**src/rtl/dahash_pkg.sv**
```systemverilog
package dahash_pkg;
  localparam int          CRC_W    = 32;
  localparam logic [31:0] CRC_POLY = 32'hEDB88320;
  localparam logic [31:0] CRC_INIT = 32'hFFFFFFFF;
  localparam int          UC_BIT   = 1;
  localparam int          MC_BIT   = 2;

  localparam logic [1:0] SEL_LO   = 2'd0;
  localparam logic [1:0] SEL_HI   = 2'd1;
  localparam logic [1:0] SEL_CTRL = 2'd2;

  // One byte of reflected CRC, taken least significant bit first.
  function automatic logic [CRC_W-1:0] crc_step_byte(logic [CRC_W-1:0] c, logic [7:0] d);
    logic [CRC_W-1:0] r;
    r = c;
    for (int i = 0; i < 8; i++) begin
      if (r[0] ^ d[i]) r = (r >> 1) ^ CRC_POLY;
      else             r = r >> 1;
    end
    return r;
  endfunction

  // Bit-reverse one byte.
  function automatic logic [7:0] rev_byte(logic [7:0] b);
    logic [7:0] r;
    for (int i = 0; i < 8; i++) r[i] = b[7-i];
    return r;
  endfunction
endpackage

```
**src/rtl/dahash_crc.sv**
```systemverilog
module dahash_crc
  import dahash_pkg::*;
#(
  parameter  int N_BYTES = 6,
  localparam int CW      = $clog2(N_BYTES + 1)
) (
  input  logic             clk,
  input  logic             rst_n,
  input  logic             sof,
  input  logic             vld,
  input  logic [7:0]       din,
  output logic             first_acc,
  output logic             last_acc,
  output logic [CRC_W-1:0] crc_next,
  output logic [CW-1:0]    cnt_q
);
  logic [CRC_W-1:0] crc_q;
  logic [CRC_W-1:0] crc_base;
  logic [CW-1:0]    cnt_base;
  logic             accept;

  always_comb begin
    cnt_base  = sof ? '0 : cnt_q;
    crc_base  = sof ? CRC_INIT : crc_q;
    accept    = vld && (cnt_base < CW'(N_BYTES));
    first_acc = accept && (cnt_base == '0);
    last_acc  = accept && (cnt_base == CW'(N_BYTES - 1));
    crc_next  = crc_step_byte(crc_base, din);
  end

  always_ff @(posedge clk or negedge rst_n) begin
    if (!rst_n) begin
      crc_q <= CRC_INIT;
      cnt_q <= '0;
    end else begin
      crc_q <= accept ? crc_next : crc_base;
      cnt_q <= cnt_base + CW'(accept);
    end
  end
endmodule

```
**src/rtl/dahash_cfg.sv**
```systemverilog
module dahash_cfg
  import dahash_pkg::*;
#(
  parameter int TBL_W = 32
) (
  input  logic               clk,
  input  logic               rst_n,
  input  logic               wr_en,
  input  logic [1:0]         wr_sel,
  input  logic [TBL_W-1:0]   wr_data,
  input  logic               capture,
  output logic [2*TBL_W-1:0] tbl_snap,
  output logic               uc_en_snap,
  output logic               mc_en_snap
);
  logic [TBL_W-1:0] word_q [2];
  logic             uc_en_q, mc_en_q;

  for (genvar g = 0; g < 2; g++) begin : g_word
    always_ff @(posedge clk or negedge rst_n) begin
      if (!rst_n)                            word_q[g] <= '0;
      else if (wr_en && wr_sel == 2'(g))     word_q[g] <= wr_data;
    end
    always_ff @(posedge clk or negedge rst_n) begin
      if (!rst_n)       tbl_snap[g*TBL_W +: TBL_W] <= '0;
      else if (capture) tbl_snap[g*TBL_W +: TBL_W] <= word_q[g];
    end
  end

  always_ff @(posedge clk or negedge rst_n) begin
    if (!rst_n) begin
      uc_en_q <= 1'b0;
      mc_en_q <= 1'b0;
    end else if (wr_en && wr_sel == SEL_CTRL) begin
      uc_en_q <= wr_data[UC_BIT];
      mc_en_q <= wr_data[MC_BIT];
    end
  end

  always_ff @(posedge clk or negedge rst_n) begin
    if (!rst_n) begin
      uc_en_snap <= 1'b0;
      mc_en_snap <= 1'b0;
    end else if (capture) begin
      uc_en_snap <= uc_en_q;
      mc_en_snap <= mc_en_q;
    end
  end
endmodule

```
**src/rtl/dahash_lookup.sv**
```systemverilog
module dahash_lookup
  import dahash_pkg::*;
#(
  parameter  int TBL_W = 32,
  localparam int IDX_W = $clog2(2 * TBL_W)
) (
  input  logic [CRC_W-1:0]   crc_final,
  input  logic               is_mc,
  input  logic [2*TBL_W-1:0] tbl,
  input  logic               uc_en,
  input  logic               mc_en,
  output logic [IDX_W-1:0]   idx,
  output logic               hashed,
  output logic               hit
);
  logic [7:0] rev;

  always_comb begin
    rev    = rev_byte(crc_final[7:0]);
    idx    = rev[7 -: IDX_W];
    hashed = is_mc ? mc_en : uc_en;
    hit    = hashed && tbl[idx];
  end
endmodule

```
**src/rtl/dahash_filter.sv**
```systemverilog
module dahash_filter
  import dahash_pkg::*;
#(
  parameter  int N_BYTES = 6,
  parameter  int TBL_W   = 32,
  localparam int IDX_W   = $clog2(2 * TBL_W),
  localparam int CW      = $clog2(N_BYTES + 1)
) (
  input  logic             clk,
  input  logic             rst_n,
  input  logic             sof,
  input  logic             byte_vld,
  input  logic [7:0]       byte_data,
  input  logic             cfg_wr_en,
  input  logic [1:0]       cfg_sel,
  input  logic [TBL_W-1:0] cfg_wdata,
  output logic             res_done,
  output logic             res_pass,
  output logic             res_hashed,
  output logic [IDX_W-1:0] res_index
);
  logic               byte1_acc;
  logic               byte6_acc;
  logic [CRC_W-1:0]   crc_next;
  logic [CW-1:0]      cnt_q;
  logic [2*TBL_W-1:0] tbl_snap;
  logic               uc_en_snap, mc_en_snap;
  logic               is_mc_q;
  logic [IDX_W-1:0]   idx_c;
  logic               hashed_c, hit_c;

  dahash_crc #(.N_BYTES(N_BYTES)) u_crc (
    .clk(clk), .rst_n(rst_n), .sof(sof), .vld(byte_vld), .din(byte_data),
    .first_acc(byte1_acc), .last_acc(byte6_acc), .crc_next(crc_next), .cnt_q(cnt_q)
  );

  dahash_cfg #(.TBL_W(TBL_W)) u_cfg (
    .clk(clk), .rst_n(rst_n), .wr_en(cfg_wr_en), .wr_sel(cfg_sel), .wr_data(cfg_wdata),
    .capture(byte1_acc), .tbl_snap(tbl_snap), .uc_en_snap(uc_en_snap), .mc_en_snap(mc_en_snap)
  );

  always_ff @(posedge clk or negedge rst_n) begin
    if (!rst_n)         is_mc_q <= 1'b0;
    else if (byte1_acc) is_mc_q <= byte_data[0];
  end

  dahash_lookup #(.TBL_W(TBL_W)) u_lookup (
    .crc_final(~crc_next), .is_mc(is_mc_q), .tbl(tbl_snap),
    .uc_en(uc_en_snap), .mc_en(mc_en_snap),
    .idx(idx_c), .hashed(hashed_c), .hit(hit_c)
  );

  always_ff @(posedge clk or negedge rst_n) begin
    if (!rst_n) begin
      res_done   <= 1'b0;
      res_pass   <= 1'b0;
      res_hashed <= 1'b0;
      res_index  <= '0;
    end else begin
      res_done <= byte6_acc;
      if (byte6_acc) begin
        res_pass   <= hit_c;
        res_hashed <= hashed_c;
        res_index  <= idx_c;
      end
    end
  end
endmodule

```
**config.mk**
```make
export PLATFORM = sky130hd
export DESIGN_NAME = dahash_filter
export DESIGN_NICKNAME = d
export VERILOG_FILES = /design/src/rtl/dahash_pkg.sv /design/src/rtl/dahash_crc.sv /design/src/rtl/dahash_cfg.sv /design/src/rtl/dahash_lookup.sv /design/src/rtl/dahash_filter.sv
export SDC_FILE = /design/constraint.sdc
export NUM_CORES = 1
export LEC_CHECK = 0
export BUFFER_PORTS_ARGS = -buffer_cell sky130_fd_sc_hd__buf_2
export CORE_MARGIN = 2
export CORE_UTILIZATION = 50
export CTS_CLUSTER_DIAMETER = 120
export DETAILED_ROUTE_END_ITERATION = 8
export PLACE_DENSITY_LB_ADDON = 0.2
export SYNTH_ARGS = -nofsm -noshare
export SYNTH_HDL_FRONTEND = slang
export SYNTH_SLANG_ARGS = --single-unit
```
**constraint.sdc**
```tcl
create_clock -name clk -period 5.65 [get_ports clk]
set_input_delay 1.13 -clock clk [delete_from_list [all_inputs] [get_ports clk]]
set_output_delay 1.13 -clock clk [all_outputs]
set_load 0.005 [all_outputs]
```
==> impl_results.md, run 1 <==
- Part of the Yosys area used for sequential elements: a little over half
- Via-per-instance ratio: roughly 5.4
- Layout cells sized above 1: 41.9%
- Die Span X: around 130 um
- Yosys reg bits: 177
- DRC: 0
- Initial Utilization: 50.8%
- Cts hold-fix bufs: 0
- First-pass DRT Iterations: 4
- Peak VDD IR: between 0.3 and 0.4 mV
- Top post-synthesis cells by area: dfrtp_1 (43%), mux2_2 (18%), dfstp_2 (10%)
- Nets: ~740
- FF/Latch Area: 4470 um^2
- Clk slew on worst S/H paths: around 70 ps
- CP Class: input port to register
- Top FF cell, synth: dfrtp_1
- Peak Freq: 267 MHz
- DIE AREA: between 15000 and 20000 um^2
- Number of flops mapped to enable cells by yosys: 0
- Clock share of power: 22.4%
- Total GRT Usage: 20.1%
- Switching Share: 34.4%
- CP peak stage delay: about 580 ps
- Tot Pwr: 5060 uW
- Hold Path Class: register to register
- FP Rows: 47
- RSZ-0062 raised after global routing: no
- Routed Antenna Nets: 0
- I/O Buffers: between 50 and 60
- Num ports: 56
- Multi-input gate area: 3710 um^2
- TritonCTS Buffers: 17
- Max Buffers Root-to-Sink: 2
- Max Slew Vio Count: 0
- Postcts setup bufs: 0
- Worst Clk Skew: roughly 8 ps
- Worst-Skew Late Latency: 430 ps
- Asr flop ratio synth: between 90% and 100%
- Net Switching: ~1700 uW
- Minimum clock period: between 3000 and 4000 ps
- Die Ht: about 130 um
- Int Power: between 3000 and 4000 uW
- Syn_area_per_cell: approximately 13 um^2
- Dpl hpwl: between 10000 and 15000 um
- First-pass GRT wire length: ~28000 um
- Synth warnings: 0
- Antenna Cells: 0
- Clock sinks: 177
- Leakage: roughly 0.0040 uW
- Final hold vios: 0
- Placed Cells: 889
- Post_cts resized: 0
- Synth Net Count: about 690
- GRT overflow: 0
- CP Launch Type: input port
- Top cell type's share of synthesized area: 43.2%
- CP Cell Sequence: buf_2 -> buf_4 -> nor2_4 -> xnor2_4 -> xnor2_1 -> buf_4 -> mux4_1 -> and2_0 -> o21ai_0 -> o2111ai_1 -> a32o_1
- CTS tree: yes
- Sequential Power Share: between 30% and 40%
- Power Density: roughly 540 nW/um^2
- Critical-path top delay cell: mux4_1
- Post-synthesis cell count: 637
- Area delta synth->final: 12.2%
- Most used cell, CP: buf_4
- Antenna violations before repair: 0
- Via count: between 4k and 5k
- Root Buffer: clkbuf_16
- Logic pwr share: 39.4%
- Filler cells: between 1k and 1.5k
- CP bufs+invs: 3
- Core ar.: between 15000 and 20000 um^2
- Maxcap violations: 0
- Setup Viol. Count Final: 0
- Status: finished, final reports clean
- Cell area after synthesis: 8400 um^2
- Vias in the first global route: 5206
- Fin crit share: 66.2%
- Relative slew slack: between 30 and 40%
- Largest net degree at the start of global routing: approximately 100
- Crit path max fanout: 31
- CP endpoint kind: register
- Placer Congestion: roughly 0.8
- Final wirelength: ~17000 um
- Routed len/inst: ~18 um
- Sum Neg Setup Slack: 0 ps
- Leading area contributor after synthesis: dfrtp_1
- Worst Path Arrival: just over 4000 ps
- DRT iter0 DRCs: 283
- Final Non-Filler Cells: slightly above 900
- H-tree levels: 4
- Synth unique cells: between 50 and 60
- Slew of the pin with the lowest slew margin: 961 ps
- Cell family with the largest share of critical-path delay: buffers and inverters
- Req. time, crit path: 5960 ps
## logic make-up (layout without fill, tap and decap cells)
group                    after synthesis  count (layout)  share of synthesized area [%]
XOR/XNOR                              72              72                           9.01
AND/OR/NAND/NOR                      105             105                           5.72
flip-flops                           177             177                           53.2
multiplexers                         165             165                           23.7
buffers and inverters                 41             105                           2.82
adder cells (fa/ha/maj)                2               2                          0.298
AO/OA/AOI/OAI                         75              75                           5.29
## power groups by stage
stage | registers [uW] | logic [uW] | clock network [uW]
floorplan | 1850 | 1670 | 0
global placement | 1940 | 1950 | 0
detailed placement | 1960 | 1990 | 0
CTS | 1930 | 2010 | 1150
global route | 1980 | 2190 | 1210
finish | 1930 | 1990 | 1130
## routing by layer
| layer | vias up | share of wire, % | routed length, um | GRT usage [%] |
|---|---|---|---|---|
| li1 | 2345 | - | - | - |
| met1 | 2562 | 48 | 7960 | 28.3 |
| met2 | 70 | 48 | 7900 | 31.7 |
| met3 | 16 | 3.4 | 557 | 4.79 |
| met4 | 0 | 1.1 | 190 | 5.50 |
| met5 | - | 0 | 0 | 0 |
## through the flow
stage	instance area [um^2]	utilization [%]	setup WS (ps)	hold slack [ps]
after floorplan	8400	-	2170	470
after global placement	8850	53.5	1540	453
after detailed placement	8850	53.5	1470	471
after CTS	9420	57.0	1920	487
after global routing	9420	57.0	1690	509
final	9420	57.0	1910	485
## final cells by class
class / instances / share of cell area, %
Sequential cell: 177 / 47.4
Multi-Input combinational cell: 419 / 39.4
Clock buffer: 19 / 4.81
Timing Repair Buffer: 67 / 3.94
Tap cell: 220 / 2.92
Clock inverter: 13 / 1.30
Inverter: 6 / 0.239
## state kept, by name (all words and copies together) (netlist names)
name / flops
res_hashed: 1
u_cfg.uc_en_q: 1
is_mc_q: 1
u_crc.cnt_q: 3
res_done: 1
u_cfg.tbl_snap: 64
u_cfg.mc_en_snap: 1
res_index: 6
u_cfg.mc_en_q: 1
u_cfg.word_q: 64
u_crc.crc_q: 32
res_pass: 1
u_cfg.uc_en_snap: 1
## cells in the mapped netlist (3+ instances only)
master    instances
nor3_1            9
xnor2_1          39
nor2_1           56
xnor2_2           9
o22a_1            7
or3_1             3
inv_1             4
nor2b_1           5
dfrtp_1         145
buf_1             5
buf_2             3
xor2_1           20
a21oi_1          30
mux4_1            4
clkbuf_1         20
mux4_2            8
mux2i_1          17
o22ai_1           3
a22oi_1           3
mux2_2          136
buf_12            3
nand2_1          16
dfstp_2          32
o21ai_0          24
## tightest hold or removal path, cell delays in order, from the launching register on
cell and delay (ps):
dfrtp_1 340, nand2_1 50, o21ai_0 60
## final timing paths
path,cells after the start,endpoint,start,slack [ps]
hold reg to reg,2,res_hashed$_DFFE_PN0P_,res_hashed$_DFFE_PN0P_,480
min in group asynchronous,1,u_crc.cnt_q[1]$_DFF_PN0_,rst_n,800
max in group asynchronous,2,u_crc.crc_q[14]$_DFF_PN1_,rst_n,3750
hold / removal,2,res_hashed$_DFFE_PN0P_,res_hashed$_DFFE_PN0P_,480
setup / recovery,11,res_pass$_DFFE_PN0P_,sof,1910
setup reg to reg,10,res_pass$_DFFE_PN0P_,u_crc.crc_q[2]$_DFF_PN1_,2450
## layout by cell type, fill, tap and decap left out, types with 9 or more instances in the layout
cell and n:
mux2i_1 17, xnor2_1 39, buf_4 12, o21ai_0 24, nand2_1 16, nor3_1 9
clkbuf_16 17, buf_2 54, nor2_1 56, a21oi_1 30, dfstp_2 32, mux2_2 136
xnor2_2 9, dfrtp_1 145, xor2_1 20
No activity file was read; power rests on OpenSTA's default activity.
==> run 2, diff against run 1 <==
==> constraint.sdc (replaced) <==
create_clock -name clk -period 3.12 [get_ports clk]
set_input_delay 0.624 -clock clk [delete_from_list [all_inputs] [get_ports clk]]
set_output_delay 0.624 -clock clk [all_outputs]
set_load 0.005 [all_outputs]
==> run 2 against run 1 <==
  * Critical path depth is the same
  * Setup slack got worse by 1800 ps
  * First-iteration DRC count shrank 6.4%
  * Non-clock buffer count is 32 higher
  * Clock skew is essentially flat
  * Wire length grew 5.8%
  * Die area unchanged
  * Sequential power grew 82%
  * Final cell count up 3.5%
  * Combinational power is 100% higher
  * Largest cell class unchanged
==> impl_results.md, run 2 (synthesis gave the netlist of run 1 again) <==
- Minimum clock period: between 3000 and 4000 ps
- Maxcap violations: 0 (unchanged)
- First-pass GRT wire length: 29000 um (+3.8%)
- Antenna violations before repair: 0 (unchanged)
- DRC: 0 (unchanged)
- Max Buffers Root-to-Sink: 2 (unchanged)
- Clock sinks: 177 (unchanged)
- Worst-Skew Late Latency: 430 ps (about the same)
- Crit path max fanout: 9 (-71%)
- Vias in the first global route: 5565 (+6.9%)
- Multi-input gate area: 3720 um^2 (+0.40%)
- Switching Share: 32.4% (-1.9 points)
- Setup WS post-layout: 118 ps (-1790 ps)
- Die Ht: 134 um (unchanged)
- Filler cells: 1338 (-1.1%)
- Die Span X: 134 um (unchanged)
- Nets: 769 (+4.3%)
- Area delta synth->final: 16.7%
- Antenna Cells: 0 (unchanged)
- Commonest non-fill, non-tap cell in the layout: dfrtp_1
- Fin crit share: about 96%
- Placed Cells: 917 (+3.1%)
- Reg2reg setup slack: 120 ps (-2330 ps)
- Slew of the pin with the lowest slew margin: 639 ps (-322 ps)
- Placer Congestion: 0.808 (-1.5%)
- Clock share of power: 23.2% (+0.8 points)
- Largest regs: u_cfg.tbl_snap (64), u_cfg.word_q (64), u_crc.crc_q (32)
- Stages on worst setup path: 11 (unchanged)
- Final Non-Filler Cells: 953 (+3.5%)
- Peak VDD IR: 0.487 mV (+47%)
- Largest net degree at the start of global routing: 69 (-34%)
- Reg2reg end: res_pass$_DFFE_PN0P_
- Routed Antenna Nets: 0 (unchanged)
- DP Worst Slack: -121 ps (-1590 ps)
- FF/Latch Area: 4470 um^2 (unchanged)
- First-pass DRT Iterations: 4 (unchanged)
- Worst Path Arrival: 3320 ps (-730 ps)
- Wl on met1: 8220 um (+3.2%)
- Sequential Power Share: 35.7% (-2.6 points)
- Worst Clk Skew: 8.06 ps (+0.205 ps)
- CP Cell Sequence: xnor2_2 -> mux2i_1 -> xor2_1 -> xnor2_2 -> buf_12 -> buf_4 -> mux4_2 -> mux2i_1 -> nand4_1 -> and4_1 -> a32o_1
- Relative slew slack: 57.4% (+21 points)
- Wire length on met2: 8570 um (+8.5%)
- FP Rows: 47 (unchanged)
- DRT iter0 DRCs: 265 (-6.4%)
- Setup Viol. Count Final: 0 (unchanged)
- Critical path launch point: u_crc.crc_q[3]$_DFF_PN1_
- Layout cells sized above 1: 44.5% (+2.5 points)
- Core ar.: 16500 um^2 (unchanged)
- RSZ-0062 raised after global routing: no
- Routed len/inst: 18.4 um (+2.2%)
- Critical-path top delay cell: dfstp_2
- Commonest cells after routing, fill and taps aside: dfrtp_1 (145), mux2_2 (136), nor2_1 (56)
- Final wirelength: 17600 um (+5.8%)
- Sum Neg Setup Slack: 0 ps (unchanged)
- DR WL met3: 484 um (-13%)
- Max layer used: met4
- Peak Freq: around 330 MHz
- Cell family with the largest share of critical-path delay: multiplexers
- Power Density: 1010 nW/um^2 (+87%)
- CP peak stage delay: 590 ps (about the same)
- DIE AREA: 17900 um^2 (unchanged)
- Logic pwr share: 41.2% (+1.8 points)
- Status: finished, final reports clean
- Num ports: 56 (unchanged)
- Clk slew on worst S/H paths: 70 ps (about the same)
- I/O Buffers: 55 (unchanged)
- Via count: 5095 (+2.0%)
- Max Slew Vio Count: 0 (unchanged)
- GRT overflow: 0 (unchanged)
- TritonCTS Buffers: 17 (unchanged)
- Int Power: 6660 uW (+100%)
- Total GRT Usage: 20.9% (+0.78 points)
- CP Class: register to register
- Via-per-instance ratio: 5.35 (-1.4%)
- Dpl hpwl: 12300 um (+9.3%)
- Initial Utilization: 50.8% (unchanged)
- CP endpoint kind: register
- Root Buffer: clkbuf_16
- Net Switching: 3200 uW (+84%)
- Worst r2r src: u_crc.crc_q[3]$_DFF_PN1_
- Final hold vios: 0 (unchanged)
- CP Launch Type: register
- CP bufs+invs: 2 (-1)
- Fin util: 59.3% (+2.3 points)
- CTS tree: yes
- Leakage: 0.00425 uW (+5.4%)
- Hold Path Class: input port to async pin
- Req. time, crit path: 3440 ps (-2520 ps)
- Reg2Reg Depth: 11 (+1)
- H-tree levels: 4 (unchanged)
run 2: cell count changes in the layout (fill, tap and decap cells not counted):
cell,before,now
xnor2_2,9,11
inv_6,3,2
buf_12,0,5
bufinv_16,0,4
buf_4,12,39
clkinv_8,1,0
clkinvlp_4,2,1
o21ai_1,0,1
inv_8,3,0
xnor2_1,39,37
clkbuf_1,0,2
o21ai_0,24,23
run 2: area by class of cell:
class	count	share of cell area [%]
sequential	177	45.6
multi-input combinational	419	38.0
timing repair buffer	99	6.88
clock buffer	21	4.70
tap	220	2.81
clock inverter	11	1.80
inverter	6	0.230
run 2: repair_timing:
action | 4_1_cts | 5_1_grt
setup buffers | 0 | 4
hold buffers | 0 | 0
endpoints found under the setup margin | 0 | 1
resized for setup | 0 | 3
run 2: power by group through the flow:
| stage | registers [uW] | clock network [uW] | logic (uW) |
|---|---|---|---|
| 6_report | 3520 | 2290 | 4060 |
| 5_1_grt | 3600 | 2430 | 4420 |
| 4_1_cts | 3520 | 2320 | 4000 |
| 3_5_place_dp | 3550 | 0 | 3970 |
| 3_3_place_gp | 3520 | 0 | 3860 |
| 2_1_floorplan | 3350 | 0 | 3030 |
run 2: worst max-delay path by stage:
| stage | endpoint | slack (ps) |
|---|---|---|
| floorplan | res_pass$_DFFE_PN0P_ | 150 |
| global placement | res_pass$_DFFE_PN0P_ | -30 |
| detailed placement | res_pass$_DFFE_PN0P_ | -120 |
| CTS | res_pass$_DFFE_PN0P_ | 60 |
| global route | res_pass$_DFFE_PN0P_ | 0.9 |
| finish | res_pass$_DFFE_PN0P_ | 120 |
run 2: per-stage QoR:
step	cell area (um^2)	power, uW	hold slack [ps]
after detailed placement	9120	7520	468
after floorplan	8400	6380	328
after global placement	9120	7380	462
after global routing	9800	10400	240
final	9800	9860	208
after CTS	9760	9840	212
run 2: metal layers:
metal / vias up / global-route usage, %
li1: 2402 / -
met1: 2608 / 28.2
met2: 65 / 34.4
met3: 20 / 4.53
met4: 0 / 6.09
met5: - / 0
